===== config.mk =====
export PLATFORM = sky130hd
export DESIGN_NAME = rate_seq_top
export DESIGN_NICKNAME = d
export VERILOG_FILES = /design/src/rtl/rate_seq_pkg.sv /design/src/rtl/clk_tick.sv /design/src/rtl/rate_timer.sv /design/src/rtl/rate_seq_top.sv
export SDC_FILE = /design/constraint.sdc
export NUM_CORES = 1
export LEC_CHECK = 0
export ABC_AREA = 1
export BUFFER_PORTS_ARGS = -buffer_cell sky130_fd_sc_hd__buf_2
export CAP_MARGIN = 10
export CORE_ASPECT_RATIO = 2
export CORE_MARGIN = 3
export CORE_UTILIZATION = 55
export DETAILED_ROUTE_END_ITERATION = 7
export PLACE_DENSITY = 0.77
export SYNTH_ARGS = -nofsm -noshare
export SYNTH_HDL_FRONTEND = slang
export SYNTH_SLANG_ARGS = --single-unit

===== constraint.sdc =====
create_clock -name mclk -period 5 [get_ports mclk]
set_input_delay 0.5 -clock mclk [delete_from_list [all_inputs] [get_ports mclk]]
set_output_delay 0.5 -clock mclk [all_outputs]
set_load 0.01 [all_outputs]

===== src/rtl/rate_seq_pkg.sv =====
`timescale 1ns/1ps
package rate_seq_pkg;

  typedef struct packed {
    logic [2:0] rsvd;
    logic       clk_off;
    logic       half_rate;
    logic [2:0] code;
  } cfg_t;

  localparam logic [7:0] CFG_RESET = 8'h05;

  function automatic int unsigned code_hz(input int unsigned code);
    case (code)
      0: code_hz = 20;
      1: code_hz = 25;
      2: code_hz = 100;
      3: code_hz = 200;
      4: code_hz = 50;
      5: code_hz = 60;
      6: code_hz = 250;
      default: code_hz = 500;
    endcase
  endfunction

  function automatic int unsigned code_period(input int unsigned code,
                                              input int unsigned hi_hz,
                                              input int unsigned lo_hz);
    int unsigned f;
    int unsigned r;
    f = (code >= 4) ? hi_hz : lo_hz;
    r = code_hz(code);
    code_period = (f + r / 2) / r;
  endfunction

  function automatic int unsigned max_period(input int unsigned hi_hz,
                                             input int unsigned lo_hz);
    int unsigned m;
    m = 1;
    for (int unsigned c = 0; c < 8; c++)
      if (code_period(c, hi_hz, lo_hz) > m) m = code_period(c, hi_hz, lo_hz);
    max_period = m;
  endfunction

endpackage


===== src/rtl/clk_tick.sv =====
`timescale 1ns/1ps
module clk_tick (
  input  logic clk,
  input  logic rst,
  input  logic half_rate,
  input  logic phase_clr,
  input  logic out_off,
  output logic tick,
  output logic clk_out
);
  logic phase_q;
  logic gate_q;

  always_ff @(posedge clk) begin
    if (rst || phase_clr) phase_q <= 1'b0;
    else                  phase_q <= ~phase_q;
  end

  assign tick = ~half_rate | phase_q;

  // enable changes only while clk is low, so the gated output never chops a pulse
  always_ff @(negedge clk) begin
    if (rst) gate_q <= 1'b1;
    else     gate_q <= ~out_off;
  end

  assign clk_out = clk & gate_q;
endmodule


===== src/rtl/rate_timer.sv =====
`timescale 1ns/1ps
module rate_timer #(
  parameter int unsigned CW = 16
) (
  input  logic          clk,
  input  logic          rst,
  input  logic          tick,
  input  logic          restart,
  input  logic          hold,
  input  logic [CW-1:0] period,
  output logic          drdy,
  output logic          settled
);
  localparam logic [CW-1:0] ONE = {{(CW-1){1'b0}}, 1'b1};

  logic [CW-1:0] cnt_q;
  logic [1:0]    nwrap_q;
  logic          short_q;
  logic [1:0]    last_wrap;
  logic          at_end;

  assign last_wrap = short_q ? 2'd2 : 2'd3;
  assign at_end    = (cnt_q == period - ONE);

  always_ff @(posedge clk) begin
    if (rst) begin
      cnt_q   <= '0;
      nwrap_q <= '0;
      short_q <= 1'b0;
      settled <= 1'b0;
      drdy    <= 1'b0;
    end else begin
      drdy <= 1'b0;
      if (restart) begin
        cnt_q   <= '0;
        nwrap_q <= '0;
        short_q <= 1'b0;
        settled <= 1'b0;
      end else if (hold) begin
        cnt_q   <= '0;
        nwrap_q <= '0;
        short_q <= 1'b1;
        settled <= 1'b0;
      end else if (tick) begin
        if (at_end) begin
          cnt_q <= '0;
          if (settled) begin
            drdy <= 1'b1;
          end else if (nwrap_q == last_wrap) begin
            settled <= 1'b1;
            drdy    <= 1'b1;
          end else begin
            nwrap_q <= nwrap_q + 2'd1;
          end
        end else begin
          cnt_q <= cnt_q + ONE;
        end
      end
    end
  end


  drdy_single_chk: assert property (@(posedge clk) disable iff (rst)
    drdy |=> !drdy);


  drdy_needs_settle_chk: assert property (@(posedge clk) disable iff (rst)
    drdy |-> settled);


  hold_quiet_chk: assert property (@(posedge clk) disable iff (rst)
    hold |=> (!drdy && !settled));
endmodule


===== src/rtl/rate_seq_top.sv =====
`timescale 1ns/1ps
module rate_seq_top
  import rate_seq_pkg::*;
#(
  parameter int unsigned HI_HZ = 2457600,
  parameter int unsigned LO_HZ = 1000000
) (
  input  logic       mclk,
  input  logic       rst,
  input  logic       wr_en,
  input  logic [7:0] wr_data,
  output logic [7:0] rd_data,
  input  logic       fsync,
  output logic       mclk_out,
  output logic       drdy,
  output logic       settled,
  output logic       cfg_err
);
  localparam int unsigned PMAX = max_period(HI_HZ, LO_HZ);
  localparam int unsigned CW   = $clog2(PMAX + 1);

  cfg_t          cfg_q;
  cfg_t          wr_cfg;
  logic          restart;
  logic          tick;
  logic [CW-1:0] per_tbl [8];

  assign wr_cfg  = cfg_t'(wr_data);
  assign restart = wr_en && (wr_cfg.code != cfg_q.code);

  always_ff @(posedge mclk) begin
    if (rst) begin
      cfg_q   <= cfg_t'(CFG_RESET);
      cfg_err <= 1'b0;
    end else if (wr_en) begin
      cfg_q <= wr_cfg;
      if (wr_cfg.rsvd != 3'b000) cfg_err <= 1'b1;
    end
  end

  assign rd_data = cfg_q;

  for (genvar g = 0; g < 8; g++) begin : g_rate
    localparam int unsigned PV = code_period(g, HI_HZ, LO_HZ);
    assign per_tbl[g] = CW'(PV);
  end

  clk_tick u_tick (
    .clk       (mclk),
    .rst       (rst),
    .half_rate (cfg_q.half_rate),
    .phase_clr (restart | fsync),
    .out_off   (cfg_q.clk_off),
    .tick      (tick),
    .clk_out   (mclk_out)
  );

  rate_timer #(.CW(CW)) u_timer (
    .clk     (mclk),
    .rst     (rst),
    .tick    (tick),
    .restart (restart),
    .hold    (fsync),
    .period  (per_tbl[cfg_q.code]),
    .drdy    (drdy),
    .settled (settled)
  );


  reset_value_chk: assert property (@(posedge mclk)
    rst |=> (rd_data == 8'h05 && !cfg_err && !settled));


  rsvd_err_chk: assert property (@(posedge mclk) disable iff (rst)
    (wr_en && wr_data[7:5] != 3'b000) |=> cfg_err);


  restart_clear_chk: assert property (@(posedge mclk) disable iff (rst)
    (wr_en && wr_data[2:0] != rd_data[2:0]) |=> (!settled && !drdy));


  err_sticky_chk: assert property (@(posedge mclk) disable iff (rst)
    cfg_err |=> cfg_err);
endmodule


==> key figures <==
Detailed routing
  – Antenna Violating Nets Remaining: 0
  – Met3 WL: 168 um
  – Iter 0 DRT Violations: 72
  – DRT Pass-1 Iters: 5
  – Residual DRC count: 0
  – Total number of vias: 2360
  – Met2 routed WL: 3350 um
  – Final WL: a little under 6000 um
  – Routed length on met1: between 2000 and 2500 um
  – Top routing layer in use: met4
  – WL per Instance: 13.0 um
  – Vias per inst: 5.15

Synthesis
  – Area share of the largest cell type after synthesis: around a quarter
  – Post-synthesis sequential area ratio: 26.3%
  – Largest area contributor in the netlist: dfxtp_1
  – Synthesized area per cell: 6.42 um2
  – Cell count after synthesis: 379
  – Top post-synthesis cells by area: dfxtp_1 26%, nand2_1 16%, nor2_1 7.2%, inv_1 6.5%, nand3_1 4.9%
  – YS warnings: 0
  – Top_reg_cell synth: dfxtp_1
  – EDFF count, synth: 0
  – Post-synth ARST share: 0%
  – Distinct cells, synth: 36
  – FF+latch count, synth: 32
  – Synthesized Nets: roughly 400
  – Post-Syn Area: 2430 um2

Floorplan
  – Die Wd: 53.0 um
  – Full die area: 5310 um2
  – Row cnt: 33
  – Initial core utilization: between 50% and 60%
  – I/O pin count: 24
  – Die span in y: 100 um
  – Core area: 4170 um2

Cells and area
  – Util after Layout: 64.1%
  – Final Net Count: 425
  – Share of cells above drive strength 1: 20.7%
  – P&R area growth vs syn: 9.92%
  – Antenna Diode Count: 0

CTS
  – Post-CTS setup buffers: 0
  – Hold buffers post-CTS: 0
  – Worst-path clk slew: 0.06 ns
  – CTS resizes: 0
  – CTS tree: yes
  – Clock latency on the worst-skew pair: 0.46 ns

STA
  – Clk_skew: about 0.066 ns
  – Worst Tran Pin Value: 0.654 ns
  – RSZ-0062 raised after global routing: false
  – Max-slew violation count: 0
  – Hold Vio Cnt, Final: 0
  – Final setup violation count: 0
  – Slew Limit Headroom: between 50% and 60%
  – Final TNS setup: 0 ns

Power
  – Total power: 717 uW
  – Worst vdd ir: 0.000283 V
  – Leak Pwr: 1.28 nW
  – Pwr dens: roughly 270 nW/um2

Worst setup path
  – Crit-path max FO: 1
  – Crit start category: flip-flop
  – Critical path origin: u_tick.gate_q
  – Worst reg2reg startpoint: rd_data[4]
  – Worst EP required: 4.50 ns
  – Crit end category: primary output
  – Arr. time, crit path: 3.49 ns
  – Critical path class: flip-flop to primary output

Global routing
  – First-pass GRT wire length: roughly 10000 um
  – Vias in the first global route: approximately 2400
  – Initial antenna violation count: 0
  – Remaining global-route overflow: 0
  – Largest net degree at the start of global routing: 15
  – Total track usage: 26.4%

Run status
  – Status: finished clean

Placement
  – GPL Wtd Cong: just under 1
  – I/O Buffers: 23
  – HPWL Detailed: 4770 um

Hold path
  – HP Class: primary input to flip-flop
  – Hold Crit Start: rst

Flow run
  – Max_cap viols: 0
==> stage by stage <==
step / instances / hold slack (ns) / cell area [um2] / setup slack, ns
floorplan: 379 / 0.412 / 2430 / 1.60
global placement: 448 / 0.422 / 2560 / 1.53
detailed placement: 448 / 0.432 / 2560 / 1.52
CTS: 458 / 0.303 / 2680 / 0.987
global route: 458 / 0.319 / 2680 / 0.967
finish: 458 / 0.299 / 2680 / 1.01
==> logic make-up (layout without fill, tap and decap cells) <==
logic type	Yosys count	in the layout	share of synthesized area, %
AO/OA/AOI/OAI	32	32	7.10
AND/OR/NAND/NOR	238	238	47.4
flip-flops	32	32	26.3
adder cells (fa/ha/maj)	7	7	3.60
XOR/XNOR	16	16	5.76
buffers and inverters	54	81	9.87
==> cell usage after synthesis, types with 2 or more instances <==
cell        n
inv_2       3
nor2_4      3
nand4_1     5
o21ai_2     2
nor2_2     16
nor3_1      6
nand2_4     3
xor2_1      8
ha_1        7
dfxtp_1    32
clkinv_1    2
nor3_2      5
nand2_2    12
buf_4       3
nand3b_1    3
o21ai_0    11
a21oi_1    14
o21ai_1     2
nand2_1   105
nor2_1     47
nand3_2     4
xnor2_1     8
inv_1      42
nand3_1    24
==> registers in the layout, summed over array words and instances, names as in the netlist <==
signal,flops
u_timer.cnt_q,16
rd_data,8
u_timer.nwrap_q,2
cfg_err,1
u_tick.gate_q,1
u_tick.phase_q,1
u_timer.drdy,1
u_timer.settled,1
u_timer.short_q,1
==> worst paths after layout <==
kind / slack [ns] / cells after the start / to
hold / removal: 0.30 / 2 / cfg_err
setup reg to reg: 2.04 / 1 / u_tick.gate_q
hold reg to reg: 0.45 / 1 / u_tick.phase_q
setup / recovery: 1.01 / 3 / mclk_out
==> report_power, final <==
part           total, mW  switching, mW  internal (mW)
clock network      0.274          0.119          0.154
logic              0.172          0.113         0.0586
registers          0.272         0.0100          0.262
==> per-layer routing <==
metal  track usage, %  vias to the layer above
li1                 -                     1243
met1             25.2                     1045
met2             47.8                       49
met3             4.46                       23
met4             18.9                        0
met5                0                        -
==> cell usage in the layout (no fill, tap or decap), types with 3 or more instances in the layout <==
cell,instances
a21oi_1,14
buf_2,23
clkbuf_8,8
dfxtp_1,32
ha_1,7
inv_1,42
inv_2,3
nand2_1,105
nand2_2,12
nand2_4,3
nand3_1,24
nand3_2,4
nand3b_1,3
nand4_1,5
nor2_1,47
nor2_2,16
nor2_4,3
nor3_1,6
nor3_2,5
o21ai_0,11
xnor2_1,8
xor2_1,8
==> critical path, cell delays in order, from the launching register on <==
cell	delay, ns
dfxtp_1	0.30
nand2_1	0.06
inv_1	0.05
buf_2	0.12
==> layout make-up <==
class,count,area (um2)
inverter,46,175
tap,52,65.1
clock buffer,10,119
clock inverter,3,12.5
multi-input combinational,293,1550
fill,414,1500
sequential,32,641
timing repair buffer,22,110
No activity file was read; power rests on OpenSTA's default activity.
